$ cat src/rtl/pdc_pkg.sv
package pdc_pkg;

  typedef enum logic {
    MODE_NOPIPE   = 1'b0,
    MODE_ONELEVEL = 1'b1
  } pipe_mode_e;

endpackage

$ cat src/rtl/pdc_depth_cnt.sv
module pdc_depth_cnt #(
  parameter int MAX_DEPTH = 2,
  localparam int CNT_W = $clog2(MAX_DEPTH + 1)
) (
  input  logic             clk,
  input  logic             rst_n,
  input  logic             inc_i,
  input  logic             dec_i,
  output logic [CNT_W-1:0] depth_o,
  output logic             zero_o,
  output logic             at_max_o
);

  localparam logic [CNT_W-1:0] TOP = CNT_W'(MAX_DEPTH);

  logic [CNT_W-1:0] cnt_q, cnt_d;
  logic             cnt_en;

  assign at_max_o = (cnt_q == TOP);
  assign zero_o   = (cnt_q == '0);
  assign depth_o  = cnt_q;
  assign cnt_en   = inc_i ^ dec_i;

  always_comb begin
    cnt_d = cnt_q;
    if (inc_i && !dec_i && !at_max_o) begin
      cnt_d = cnt_q + 1'b1;
    end else if (dec_i && !inc_i && !zero_o) begin
      cnt_d = cnt_q - 1'b1;
    end
  end

  always_ff @(posedge clk or negedge rst_n) begin
    if (!rst_n) begin
      cnt_q <= '0;
    end else if (cnt_en) begin
      cnt_q <= cnt_d;
    end
  end

  // the count moves by at most one step per cycle
  assert_single_step_R6: assert property (@(posedge clk) disable iff (!rst_n)
    (int'(cnt_q) == int'($past(cnt_q)) || int'(cnt_q) == int'($past(cnt_q)) + 1 ||
     int'(cnt_q) + 1 == int'($past(cnt_q))));

  // the inhibit level is left only after a data tenure start
  assert_inhibit_release_R8: assert property (@(posedge clk) disable iff (!rst_n)
    $fell(at_max_o) |-> $past(dec_i));

  // the inhibit level is reached only through an acknowledge
  assert_inhibit_entry_R8: assert property (@(posedge clk) disable iff (!rst_n)
    $rose(at_max_o) |-> $past(inc_i));

endmodule

$ cat src/rtl/pdc_tenure_track.sv
module pdc_tenure_track (
  input  logic clk,
  input  logic rst_n,
  input  logic ts_i,
  input  logic addr_only_i,
  input  logic aack_acc_i,
  input  logic dstart_i,
  input  logic dend_i,
  input  logic depth_zero_i,
  output logic addr_pend_o,
  output logic cur_data_o,
  output logic cur_started_o,
  output logic cur_done_o,
  output logic data_busy_o,
  output logic start_for_cur_o
);

  logic pend_q, pend_d;
  logic data_q, data_d;
  logic started_q, started_d;
  logic done_q, done_d;
  logic busy_q, busy_d;
  logic cand_data;
  logic trk_en;

  // A data tenure belongs to the current address when no older one waits
  assign cand_data       = ts_i ? !addr_only_i : (pend_q && data_q && !started_q);
  assign start_for_cur_o = dstart_i && depth_zero_i && cand_data;
  assign trk_en          = ts_i | aack_acc_i | dstart_i | dend_i;

  always_comb begin
    pend_d    = pend_q;
    data_d    = data_q;
    started_d = started_q;
    done_d    = done_q;
    busy_d    = busy_q;
    if (ts_i) begin
      pend_d    = 1'b1;
      data_d    = !addr_only_i;
      started_d = 1'b0;
      done_d    = 1'b0;
    end else if (aack_acc_i) begin
      pend_d = 1'b0;
    end
    if (start_for_cur_o) begin
      started_d = 1'b1;
    end
    if (dend_i && started_q && !ts_i) begin
      done_d = 1'b1;
    end
    if (dstart_i) begin
      busy_d = 1'b1;
    end else if (dend_i) begin
      busy_d = 1'b0;
    end
  end

  always_ff @(posedge clk or negedge rst_n) begin
    if (!rst_n) begin
      pend_q    <= 1'b0;
      data_q    <= 1'b0;
      started_q <= 1'b0;
      done_q    <= 1'b0;
      busy_q    <= 1'b0;
    end else if (trk_en) begin
      pend_q    <= pend_d;
      data_q    <= data_d;
      started_q <= started_d;
      done_q    <= done_d;
      busy_q    <= busy_d;
    end
  end

  assign addr_pend_o   = pend_q;
  assign cur_data_o    = data_q;
  assign cur_started_o = started_q;
  assign cur_done_o    = done_q;
  assign data_busy_o   = busy_q;

  // a finished tenure is only ever recorded for an address that owns one
  assert_done_needs_data_R2: assert property (@(posedge clk) disable iff (!rst_n)
    $rose(done_q) |-> $past(dend_i) && data_q);

endmodule

$ cat src/rtl/pdc_aack_policy.sv
module pdc_aack_policy
  import pdc_pkg::*;
(
  input  logic       clk,
  input  logic       rst_n,
  input  logic       pipe_mode_i,
  input  logic       idle_i,
  input  logic       addr_pend_i,
  input  logic       cur_data_i,
  input  logic       cur_started_i,
  input  logic       cur_done_i,
  input  logic       data_busy_i,
  input  logic       depth_zero_i,
  output pipe_mode_e mode_o,
  output logic       aack_en_o
);

  pipe_mode_e mode_q, mode_d;
  logic       mode_en;

  assign mode_en = idle_i;
  assign mode_d  = pipe_mode_e'(pipe_mode_i);

  always_ff @(posedge clk or negedge rst_n) begin
    if (!rst_n) begin
      mode_q <= MODE_NOPIPE;
    end else if (mode_en) begin
      mode_q <= mode_d;
    end
  end

  always_comb begin
    aack_en_o = 1'b0;
    unique case (mode_q)
      MODE_NOPIPE: begin
        if (cur_data_i) begin
          aack_en_o = addr_pend_i && cur_done_i;
        end else begin
          aack_en_o = addr_pend_i && depth_zero_i && !data_busy_i;
        end
      end
      MODE_ONELEVEL: begin
        aack_en_o = addr_pend_i && depth_zero_i && (!data_busy_i || cur_started_i);
      end
      default: aack_en_o = 1'b0;
    endcase
  end

  assign mode_o = mode_q;

  // the policy never changes while a data tenure runs
  assert_mode_held_R10: assert property (@(posedge clk) disable iff (!rst_n)
    data_busy_i |=> $stable(mode_q));

  // no permission while a foreign data tenure occupies the bus
  assert_no_overlap_R5: assert property (@(posedge clk) disable iff (!rst_n)
    aack_en_o |-> (!data_busy_i || cur_started_i));

endmodule

$ cat src/rtl/pdc_pipe_ctrl.sv
module pdc_pipe_ctrl
  import pdc_pkg::*;
#(
  parameter int INHIBIT_DEPTH = 2,
  parameter int SYNC_STAGES   = 2,
  localparam int CNT_W = $clog2(INHIBIT_DEPTH + 1)
) (
  input  logic             clk,
  input  logic             rst_n,
  input  logic             ts_i,
  input  logic             addr_only_i,
  input  logic             aack_i,
  input  logic             dstart_i,
  input  logic             dend_i,
  input  logic             pipe_mode_i,
  input  logic             compat_i,
  output logic             aack_en_o,
  output logic             bg_inhibit_o,
  output logic [CNT_W-1:0] depth_o
);

  // Reset: asserted asynchronously, released on a clock edge
  logic [SYNC_STAGES-1:0] rst_sync_q;
  logic                   rst_sync_n;

  always_ff @(posedge clk or negedge rst_n) begin
    if (!rst_n) begin
      rst_sync_q <= '0;
    end else begin
      rst_sync_q <= {rst_sync_q[SYNC_STAGES-2:0], 1'b1};
    end
  end
  assign rst_sync_n = rst_sync_q[SYNC_STAGES-1];

  logic       addr_pend, cur_data, cur_started, cur_done, data_busy;
  logic       start_for_cur, depth_zero, at_max;
  logic       aack_acc, cnt_inc, cnt_dec, bus_idle;
  pipe_mode_e mode;

  assign aack_acc = aack_i && addr_pend && (compat_i || aack_en_o);
  assign cnt_inc  = aack_acc && cur_data && !cur_started && !start_for_cur;
  assign cnt_dec  = dstart_i && !depth_zero;
  assign bus_idle = !addr_pend && depth_zero && !data_busy;

  pdc_tenure_track u_track (
    .clk            (clk),
    .rst_n          (rst_sync_n),
    .ts_i           (ts_i),
    .addr_only_i    (addr_only_i),
    .aack_acc_i     (aack_acc),
    .dstart_i       (dstart_i),
    .dend_i         (dend_i),
    .depth_zero_i   (depth_zero),
    .addr_pend_o    (addr_pend),
    .cur_data_o     (cur_data),
    .cur_started_o  (cur_started),
    .cur_done_o     (cur_done),
    .data_busy_o    (data_busy),
    .start_for_cur_o(start_for_cur)
  );

  pdc_depth_cnt #(
    .MAX_DEPTH(INHIBIT_DEPTH)
  ) u_depth (
    .clk     (clk),
    .rst_n   (rst_sync_n),
    .inc_i   (cnt_inc),
    .dec_i   (cnt_dec),
    .depth_o (depth_o),
    .zero_o  (depth_zero),
    .at_max_o(at_max)
  );

  pdc_aack_policy u_policy (
    .clk          (clk),
    .rst_n        (rst_sync_n),
    .pipe_mode_i  (pipe_mode_i),
    .idle_i       (bus_idle),
    .addr_pend_i  (addr_pend),
    .cur_data_i   (cur_data),
    .cur_started_i(cur_started),
    .cur_done_i   (cur_done),
    .data_busy_i  (data_busy),
    .depth_zero_i (depth_zero),
    .mode_o       (mode),
    .aack_en_o    (aack_en_o)
  );

  assign bg_inhibit_o = at_max;

  // without pipelining, permission for a data address follows its tenure end
  assert_nopipe_after_end_R2: assert property (@(posedge clk) disable iff (!rst_sync_n)
    ($rose(aack_en_o) && mode == MODE_NOPIPE && cur_data) |-> $past(dend_i));

  // with one-level pipelining, permission appears after a start or a tenure end
  assert_pipe_release_R5: assert property (@(posedge clk) disable iff (!rst_sync_n)
    ($rose(aack_en_o) && mode == MODE_ONELEVEL) |-> $past(ts_i || dend_i));

  // an unpermitted acknowledge without compatibility mode never raises the count
  assert_ignored_aack_R9: assert property (@(posedge clk) disable iff (!rst_sync_n)
    (!compat_i && !aack_en_o && aack_i) |=> (depth_o <= $past(depth_o)));

  // an accepted acknowledge consumes the permission
  assert_aack_consumed_R11: assert property (@(posedge clk) disable iff (!rst_sync_n)
    (aack_acc && !ts_i) |=> !aack_en_o);

  // grants are never inhibited while an acknowledge is permitted
  assert_inhibit_excl_R8: assert property (@(posedge clk) disable iff (!rst_sync_n)
    aack_en_o |-> !bg_inhibit_o);

endmodule

$ cat config.mk
export PLATFORM = sky130hd
export DESIGN_NAME = pdc_pipe_ctrl
export DESIGN_NICKNAME = d
export VERILOG_FILES = /design/src/rtl/pdc_pkg.sv /design/src/rtl/pdc_depth_cnt.sv /design/src/rtl/pdc_tenure_track.sv /design/src/rtl/pdc_aack_policy.sv /design/src/rtl/pdc_pipe_ctrl.sv
export SDC_FILE = /design/constraint.sdc
export NUM_CORES = 1
export LEC_CHECK = 0
export BUFFER_PORTS_ARGS = -buffer_cell sky130_fd_sc_hd__buf_2
export CAP_MARGIN = 15
export CORE_AREA = 2 2 39 41
export DETAILED_ROUTE_END_ITERATION = 6
export DIE_AREA = 0 0 41 43
export GPL_TIMING_DRIVEN = 0
export PLACE_DENSITY = 0.7
export SLEW_MARGIN = 20
export SYNTH_ARGS = -nofsm -noshare
export SYNTH_HDL_FRONTEND = slang
export SYNTH_SLANG_ARGS = --single-unit
$ cat constraint.sdc
create_clock -name clk -period 2.97 [get_ports clk]
set_input_delay 0.4455 -clock clk [delete_from_list [all_inputs] [get_ports clk]]
set_output_delay 0.4455 -clock clk [all_outputs]
set_load 0.05 [all_outputs]
==> out/summary.json, run 1 <==
{
  "stdcell_area": {"value": 647, "unit": "um^2"},
  "synthSimpleGateAreaFrac": {"value": 15.5, "unit": "%"},
  "total_switching_power": {"value": 197, "unit": "uW"},
  "final_period_minus_worst_setup_slack": {"value": 2030, "unit": "ps"},
  "grtUsageMet1": {"value": 19.6, "unit": "%"},
  "area_growth_syn_to_layout": {"value": 21.1, "unit": "%"},
  "outcome": {"value": "completed"},
  "number_of_nets_produced_by_synthesis": {"value": 63},
  "number_of_i_o_port_buffers": {"value": 12},
  "routed_wl": {"value": 963, "unit": "um"},
  "cts_tree": {"value": "done"},
  "yosys.area_share.xor_xnor": {"value": 0, "unit": "%"},
  "fin_nets": {"value": 81},
  "fin_worst_hold_slack": {"value": 117, "unit": "ps"},
  "global_route.usage.met2": {"value": 20.6, "unit": "%"},
  "gr-usage-met3": {"value": 7.85, "unit": "%"},
  "clock_power_share": {"value": 18.6, "unit": "%"},
  "timing_hold_violations_final": {"value": 0},
  "max_cap_violations": {"value": 0},
  "final_layout_size_suffix_gt1_share": {"value": 32.4, "unit": "%"},
  "crit_path_end_kind": {"value": "primary output"},
  "die_boundary_height": {"value": 43, "unit": "um"},
  "start_util": {"value": 38.6, "unit": "%"},
  "critPathArrivalTime": {"value": 1590, "unit": "ps"},
  "clockBufferDepth": {"value": 2},
  "drt_pass1_iterations": {"value": 4},
  "vdd_drop_max": {"value": 0.275, "unit": "mV"},
  "post_synth_mux_area_share": {"value": 3.98, "unit": "%"},
  "clock_tree.root_cell": {"value": "clkbuf_4"},
  "finalSetupViolCount": {"value": 0},
  "placeableCoreArea": {"value": 1380, "unit": "um^2"},
  "antenna_cells": {"value": 0},
  "synth.lib_cells_used.distinct": {"value": 27},
  "number_of_vias_in_the_routed_layout": {"value": 440},
  "rsz0062_at_grt": {"value": "no"},
  "fin_worst_skew": {"value": 9.64, "unit": "ps"},
  "power": {"value": 472, "unit": "uW"},
  "fp.dieW": {"value": 41, "unit": "um"},
  "synth-edff-count": {"value": 0},
  "drt_iter0_drc": {"value": 11},
  "synth-async-reset-ratio": {"value": 100, "unit": "%"},
  "syn-cell-area": {"value": 534, "unit": "um^2"},
  "synth-compound-area-share": {"value": 25.5, "unit": "%"},
  "grt_max_degree": {"value": 9},
  "placedInstanceArea": {"value": 614, "unit": "um^2"},
  "top_usage_layer": {"value": "met2"},
  "drc": {"value": 0},
  "cts-resized-gates": {"value": 0},
  "crit_type": {"value": "reg2out"},
  "hold_buffers": {"value": 1},
  "p_leak": {"value": 0.305, "unit": "nW"},
  "place.detailed.instances": {"value": 80},
  "intPower": {"value": 275, "unit": "uW"},
  "p_sw_share": {"value": 41.7, "unit": "%"},
  "power_frac_seq": {"value": 41.8, "unit": "%"},
  "post-dp-hpwl": {"value": 753, "unit": "um"},
  "reg2reg_to": {"value": "u_depth.depth_o[1]$_DFFE_PN0P_"},
  "rrSetupSlack": {"value": 1140, "unit": "ps"},
  "seq_total_area_yosys": {"value": 46.8, "unit": "%"},
  "drt-vias-per-instance": {"value": 5.24},
  "share_comb_of_total_power": {"value": 39.6, "unit": "%"},
  "combinational_family_with_the_most_area_after_synthesis": {"value": "compound AO/OA/AOI/OAI gates"},
  "postSynth.topFlopCell": {"value": "dfrtp_1"},
  "die_area": {"value": 1760, "unit": "um^2"},
  "num_io_pins": {"value": 13},
  "cp-start-kind": {"value": "flop"},
  "post_drt_wl_per_cell": {"value": 11.5, "unit": "um"},
  "grt_overflow": {"value": 0},
  "synth-adder-area-share": {"value": 4.68, "unit": "%"},
  "rows": {"value": 14},
  "timing.critical_path.fanout_max": {"value": 8},
  "timing.final.max_slew_violations": {"value": 0},
  "timing.setup.tns": {"value": 0, "unit": "ps"},
  "worst_skew_pair.late_latency": {"value": 260, "unit": "ps"},
  "number_of_global_route_vias_before_repair": {"value": 410},
  "required": {"value": 2520, "unit": "ps"},
  "ff2ff_path_depth": {"value": 7},
  "synth_seq_cells": {"value": 10},
  "post_layout_nonfiller_instances": {"value": 84},
  "globalplace.congestion": {"value": 0.725},
  "regToRegStartpoint": {"value": "u_depth.depth_o[1]$_DFFE_PN0P_"},
  "wire_length_of_the_first_global_routing_pass": {"value": 1.74, "unit": "mm"},
  "globalRouteTotalUtil": {"value": 14.8, "unit": "%"},
  "max_clock_freq": {"value": 491, "unit": "MHz"},
  "detail-route-antenna-nets": {"value": 0},
  "post_synth_inst_count": {"value": 52},
  "yosys_warnings": {"value": 0},
  "power_density": {"value": 730, "unit": "nW/um^2"},
  "cts_made_buffers": {"value": 3},
  "final_min_period_over_clock_period": {"value": 68.5, "unit": "%"},
  "grt_antenna_before_repair": {"value": 0},
  "timing.hold.worst.class": {"value": "reg2async"},
  "leading_cell_types_in_the_layout_fill_and_taps_excluded": {"value": "buf_2 (12), dfrtp_1 (10), nor2b_1 (4), o21ai_0 (4)"},
  "post_synth.cell_area_avg": {"value": 10.3, "unit": "um^2"},
  "clkTransAtPathRegs": {"value": 60, "unit": "ps"},
  "final_common_cell": {"value": "buf_2"},
  "cts.repair_timing.setup_buffer_count": {"value": 0},
  "cts_num_sinks": {"value": 10},
  "cts_h_tree_depth": {"value": 1}
}
[power by group through the flow]
stage               clock network [mW]  registers [mW]  logic [mW]
floorplan                            0           0.220       0.120
global placement                     0           0.198       0.183
detailed placement                   0           0.200       0.186
CTS                             0.0927           0.197       0.188
global route                    0.0967           0.204       0.207
finish                          0.0879           0.198       0.187
[per-stage QoR]
stage,util (%),setup WS (ps)
6_report,46.7,935
2_1_floorplan,-,965
4_1_cts,46.7,924
3_3_place_gp,44.4,1190
5_1_grt,46.7,860
3_5_place_dp,44.4,1160
[final cells by class]
| type | instances | area [um^2] |
|---|---|---|
| Clock buffer | 3 | 22.5 |
| Sequential cell | 10 | 250 |
| Tap cell | 16 | 20.0 |
| Inverter | 4 | 15.0 |
| Multi-Input combinational cell | 38 | 269 |
| Timing Repair Buffer | 13 | 70.1 |
| Fill cell | 130 | 737 |
[critical path, stage by stage (launching register included)]
cell	delay, ps
dfrtp_1	460
nor2_2	230
o2111a_2	290
a31o_2	110
buf_2	250
[how the worst max path moves through the flow]
stage | from | to | slack [ps] | depth (start not counted)
after floorplan | u_depth.depth_o[1]$_DFFE_PN0P_ | u_depth.depth_o[1]$_DFFE_PN0P_ | 970 | 7
after global routing | u_depth.depth_o[1]$_DFFE_PN0P_ | aack_en_o | 860 | 4
after CTS | u_depth.depth_o[1]$_DFFE_PN0P_ | aack_en_o | 920 | 4
final | u_depth.depth_o[1]$_DFFE_PN0P_ | aack_en_o | 940 | 4
after global placement | u_depth.depth_o[1]$_DFFE_PN0P_ | u_depth.depth_o[1]$_DFFE_PN0P_ | 1190 | 7
after detailed placement | u_depth.depth_o[1]$_DFFE_PN0P_ | u_depth.depth_o[1]$_DFFE_PN0P_ | 1160 | 7
[state kept, by name (all words and copies together), names as in the netlist]
| register | flops |
|---|---|
| rst_sync_q | 2 |
| u_depth.depth_o | 2 |
| u_policy.mode_o | 1 |
| u_track.addr_pend_o | 1 |
| u_track.cur_data_o | 1 |
| u_track.cur_done_o | 1 |
| u_track.cur_started_o | 1 |
| u_track.data_busy_o | 1 |
[cells in the mapped netlist, types with 2 or more instances]
library cell	instances	area, um^2
ha_1	2	25.0
o31ai_1	2	15.0
nor2_1	3	11.3
nand2_1	3	11.3
dfrtp_1	10	250
nor2b_1	4	25.0
a21oi_1	2	10.0
a21bo_2	2	20.0
inv_1	3	11.3
o21ai_0	4	20.0
[cells by family (layout without fill, tap and decap cells)]
logic type,count (synthesis),count (layout)
compound gates,18,18
flops,10,10
fa+ha+maj,2,2
mux,2,2
other cells,1,1
buf+inv,4,20
simple gates,15,15
[metal layers]
layer	up-vias	routed length, um
met2	11	427
li1	222	-
met1	205	459
met4	0	4
met3	2	72
met5	-	0
No activity file was read; power rests on OpenSTA's default activity.
==> inputs of run 2 (changes only) <==
ABC_AREA = 1   (was default)
PLACE_DENSITY = 0.69   (was 0.7)
clock period = 2.1 ns   (was 2.97 ns; I/O delays follow)
==> run 2 against run 1 <==
Compared with the run above: hold slack better by 12 ps; cell area is 1.7% lower; via count is 0.45% lower; die area stayed put; largest cell class is now registers; critical endpoint is now u_depth.depth_o[1]$_DFFE_PN0P_; cell count is 15% higher; sequential cell count stayed put; sequential share of layout area is 0.69 points higher; clock-buffer cell count stayed put; register-to-register slack worse by 870 ps; highest routed layer unchanged; total power is 66% higher.
==> out/summary.json, run 2 <==
{
  "num_io_pins": {"value": 13, "change": "unchanged"},
  "synth-edff-count": {"value": 0, "change": "unchanged"},
  "synth_seq_cells": {"value": 10, "change": "unchanged"},
  "routed_wl": {"value": 897, "unit": "um", "change": "was 963 um"},
  "timing.critical_path.fanout_max": {"value": 5, "change": "was 8"},
  "cts-resized-gates": {"value": 0, "change": "unchanged"},
  "antenna_cells": {"value": 0, "change": "unchanged"},
  "worst_skew_pair.late_latency": {"value": 260, "unit": "ps", "change": "about the same"},
  "final_min_period_over_clock_period": {"value": 87.0, "unit": "%"},
  "crit_path_end_kind": {"value": "flop", "change": "was primary output"},
  "detail-route-antenna-nets": {"value": 0, "change": "unchanged"},
  "rows": {"value": 14, "change": "unchanged"},
  "grt_antenna_before_repair": {"value": 0, "change": "unchanged"},
  "cp-start-kind": {"value": "flop", "change": "unchanged"},
  "placedInstanceArea": {"value": 603, "unit": "um^2", "change": "was 614 um^2"},
  "setup_slack": {"value": 274, "unit": "ps", "change": "was 935 ps"},
  "clockBufferDepth": {"value": 2, "change": "unchanged"},
  "max_cap_violations": {"value": 0, "change": "unchanged"},
  "globalRouteTotalUtil": {"value": 14.3, "unit": "%", "change": "was 14.8%"},
  "final_period_minus_worst_setup_slack": {"value": 1830, "unit": "ps"},
  "synth.lib_cells_used.distinct": {"value": 17, "change": "was 27"},
  "drt-vias-per-instance": {"value": 4.52, "change": "was 5.24"},
  "fp.dieW": {"value": 41, "unit": "um", "change": "unchanged"},
  "synth-async-reset-ratio": {"value": 100, "unit": "%", "change": "unchanged"},
  "synth_area_leader_cell": {"value": "dfrtp_1", "change": "unchanged"},
  "yosys_warnings": {"value": 0, "change": "unchanged"},
  "postSynth.topFlopCell": {"value": "dfrtp_1", "change": "unchanged"},
  "dp_slack": {"value": 259, "unit": "ps", "change": "was 1160 ps"},
  "die_boundary_height": {"value": 43, "unit": "um", "change": "unchanged"},
  "post_synth.cell_area_avg": {"value": 8.05, "unit": "um^2", "change": "was 10.3 um^2"},
  "power_density": {"value": 1230, "unit": "nW/um^2", "change": "was 730 nW/um^2"},
  "seq_total_area_yosys": {"value": 47.8, "unit": "%", "change": "was 46.8%"},
  "number_of_vias_in_the_routed_layout": {"value": 438, "change": "was 440"},
  "number_of_nets_produced_by_synthesis": {"value": 76, "change": "was 63"},
  "largestRegisters": {"value": "rst_sync_q: 2 flops, u_depth.depth_o: 2 flops", "change": "unchanged"},
  "required": {"value": 2250, "unit": "ps", "change": "was 2520 ps"},
  "grt_overflow": {"value": 0, "change": "unchanged"},
  "finalSetupViolCount": {"value": 0, "change": "unchanged"},
  "timing.final.max_slew_violations": {"value": 0, "change": "unchanged"},
  "vdd_drop_max": {"value": 0.419, "unit": "mV", "change": "was 0.275 mV"},
  "number_of_i_o_port_buffers": {"value": 12, "change": "unchanged"},
  "cts_made_buffers": {"value": 3, "change": "unchanged"},
  "leading_cell_type_by_number_of_instances_after_synthesis": {"value": "nand2_1", "change": "was dfrtp_1"},
  "drt_iter0_drc": {"value": 6, "change": "was 11"},
  "area_growth_syn_to_layout": {"value": 21.5, "unit": "%", "change": "was 21.1%"},
  "rsz0062_at_grt": {"value": "no", "change": "unchanged"},
  "start_util": {"value": 37.8, "unit": "%", "change": "was 38.6%"},
  "leading_cell_types_in_the_layout_fill_and_taps_excluded": {"value": "nand2_1 (12), buf_2 (12), inv_1 (11), dfrtp_1 (10), nand3_1 (7)", "change": "was buf_2 (12), dfrtp_1 (10), nor2b_1 (4), o21ai_0 (4)"},
  "fin_worst_skew": {"value": 6.19, "unit": "ps", "change": "was 9.64 ps"},
  "p_leak": {"value": 0.358, "unit": "nW", "change": "was 0.305 nW"},
  "final_layout_size_suffix_gt1_share": {"value": 27.2, "unit": "%", "change": "was 32.4%"},
  "stdcell_area": {"value": 636, "unit": "um^2", "change": "was 647 um^2"},
  "timing.hold.worst.class": {"value": "reg2async", "change": "unchanged"},
  "globalplace.congestion": {"value": 0.767, "change": "was 0.725"},
  "timing.setup.tns": {"value": 0, "unit": "ps", "change": "unchanged"},
  "critPathArrivalTime": {"value": 1980, "unit": "ps", "change": "was 1590 ps"},
  "post_drt_wl_per_cell": {"value": 9.25, "unit": "um", "change": "was 11.5 um"},
  "post-dp-hpwl": {"value": 715, "unit": "um", "change": "was 753 um"},
  "fin_worst_hold_slack": {"value": 129, "unit": "ps", "change": "was 117 ps"},
  "post_synth_inst_count": {"value": 65, "change": "was 52"},
  "grt_max_degree": {"value": 9, "change": "unchanged"},
  "clock_tree.root_cell": {"value": "clkbuf_4", "change": "unchanged"},
  "number_of_global_route_vias_before_repair": {"value": 423, "change": "was 410"},
  "synth_area_leaders": {"value": "dfrtp_1 (48%), nand2_1 (8.6%), inv_1 (7.9%), nand3_1 (6.7%), ha_1 (4.8%)", "change": "was dfrtp_1 (47%), ha_1 (4.7%), nor2b_1 (4.7%), a21bo_2 (3.7%), o21ai_0 (3.7%)"},
  "cts_h_tree_depth": {"value": 1, "change": "unchanged"},
  "crit_type": {"value": "reg2reg", "change": "was reg2out"},
  "yosys.area.top_type_share": {"value": 47.8, "unit": "%", "change": "was 46.8%"},
  "outcome": {"value": "completed", "change": "unchanged"},
  "synth.top_cells.by_count": {"value": "nand2_1 (12), inv_1 (11), dfrtp_1 (10)", "change": "was dfrtp_1 (10), nor2b_1 (4), o21ai_0 (4)"},
  "clkTransAtPathRegs": {"value": 70, "unit": "ps", "change": "was 60 ps"},
  "fin_nets": {"value": 94, "change": "was 81"},
  "syn-cell-area": {"value": 523, "unit": "um^2", "change": "was 534 um^2"},
  "drc": {"value": 0, "change": "unchanged"},
  "wire_length_of_the_first_global_routing_pass": {"value": 1.64, "unit": "mm", "change": "was 1.74 mm"},
  "rrSetupSlack": {"value": 270, "unit": "ps", "change": "was 1140 ps"},
  "drt_pass1_iterations": {"value": 4, "change": "unchanged"},
  "max_clock_freq": {"value": 548, "unit": "MHz"},
  "timing_hold_violations_final": {"value": 0, "change": "unchanged"},
  "cts_tree": {"value": "done", "change": "unchanged"},
  "cts_num_sinks": {"value": 10, "change": "unchanged"},
  "placeableCoreArea": {"value": 1380, "unit": "um^2", "change": "unchanged"},
  "die_area": {"value": 1760, "unit": "um^2", "change": "unchanged"}
}
run 2: changes by cell type in the layout (fill, tap and decap cells not counted), moves of 2 or more:
| cell | before | now |
|---|---|---|
| nand3_1 | 0 | 7 |
| inv_1 | 3 | 11 |
| o31ai_1 | 2 | 0 |
| nor2_1 | 3 | 5 |
| nand2_1 | 3 | 12 |
| a21bo_2 | 2 | 0 |
| nor2b_1 | 4 | 0 |
run 2: where the power goes:
part           internal (mW)  switching (mW)  total [mW]
registers              0.238          0.0403       0.279
clock network         0.0661          0.0639       0.130
logic                  0.106           0.269       0.375
run 2: area by class of cell:
cell class              instances  area (um^2)
clock buffers                   3         22.5
fillers                       147          748
inverters                      13         48.8
multi-input cells              42          224
flip-flops and latches         10          250
well taps                      16         20.0
repair buffers                 13         70.1
run 2: cell families after synthesis:
kind of cell	after synthesis	synth area share (%)
fa+ha+maj	2	4.78
buf+inv	13	9.33
xor+xnor	1	1.67
other cells	1	0.717
simple gates	29	25.8
flops	10	47.8
compound gates	9	9.81
run 2: worst max-delay path: stages, from the launching register on:
cell,delay (ps)
dfrtp_1,390
inv_1,160
nand2_4,90
nor2_2,80
nand3_1,80
nand3_1,80
nand2_1,80
nor2_2,120
ha_1,190
o21ai_0,100
a21oi_2,200
nand2_1,70
nand2_1,50
nand2_1,40
run 2: path summary, 6_finish.rpt:
kind / from / end / cells past startpoint
worst max-delay path: u_depth.depth_o[1]$_DFFE_PN0P_ / u_depth.depth_o[1]$_DFFE_PN0P_ / 13
worst min-delay path: rst_sync_q[1]$_DFF_PN0_ / u_track.data_busy_o$_DFFE_PN0P_ / 0
worst max register to register: u_depth.depth_o[1]$_DFFE_PN0P_ / u_depth.depth_o[1]$_DFFE_PN0P_ / 13
worst min register to register: rst_sync_q[1]$_DFF_PN0_ / u_track.data_busy_o$_DFFE_PN0P_ / 0
max in group asynchronous: rst_n / rst_sync_q[1]$_DFF_PN0_ / 2
min in group clk: dend_i / u_track.data_busy_o$_DFFE_PN0P_ / 2
run 2: per-layer routing:
metal,global-route usage [%],vias up,part of all wire (%)
met4,12.0,0,4.5
met2,19.7,11,42
li1,-,232,-
met1,17.8,191,49
met3,3.14,4,4.2
met5,0,-,0
run 2: timing repair:
| item | CTS | global route |
|---|---|---|
| setup buffers | 0 | 0 |
| endpoints found under the hold margin | 2 | 0 |
| hold buffers | 1 | 0 |
run 2: through the flow:
stage               power [mW]  utilization, %  std cells
finish                   0.783            45.9         97
global route             0.857            45.9         97
CTS                      0.795            45.9         97
detailed placement       0.660            43.6         93
global placement         0.649            43.6         93
floorplan                0.579               -         65
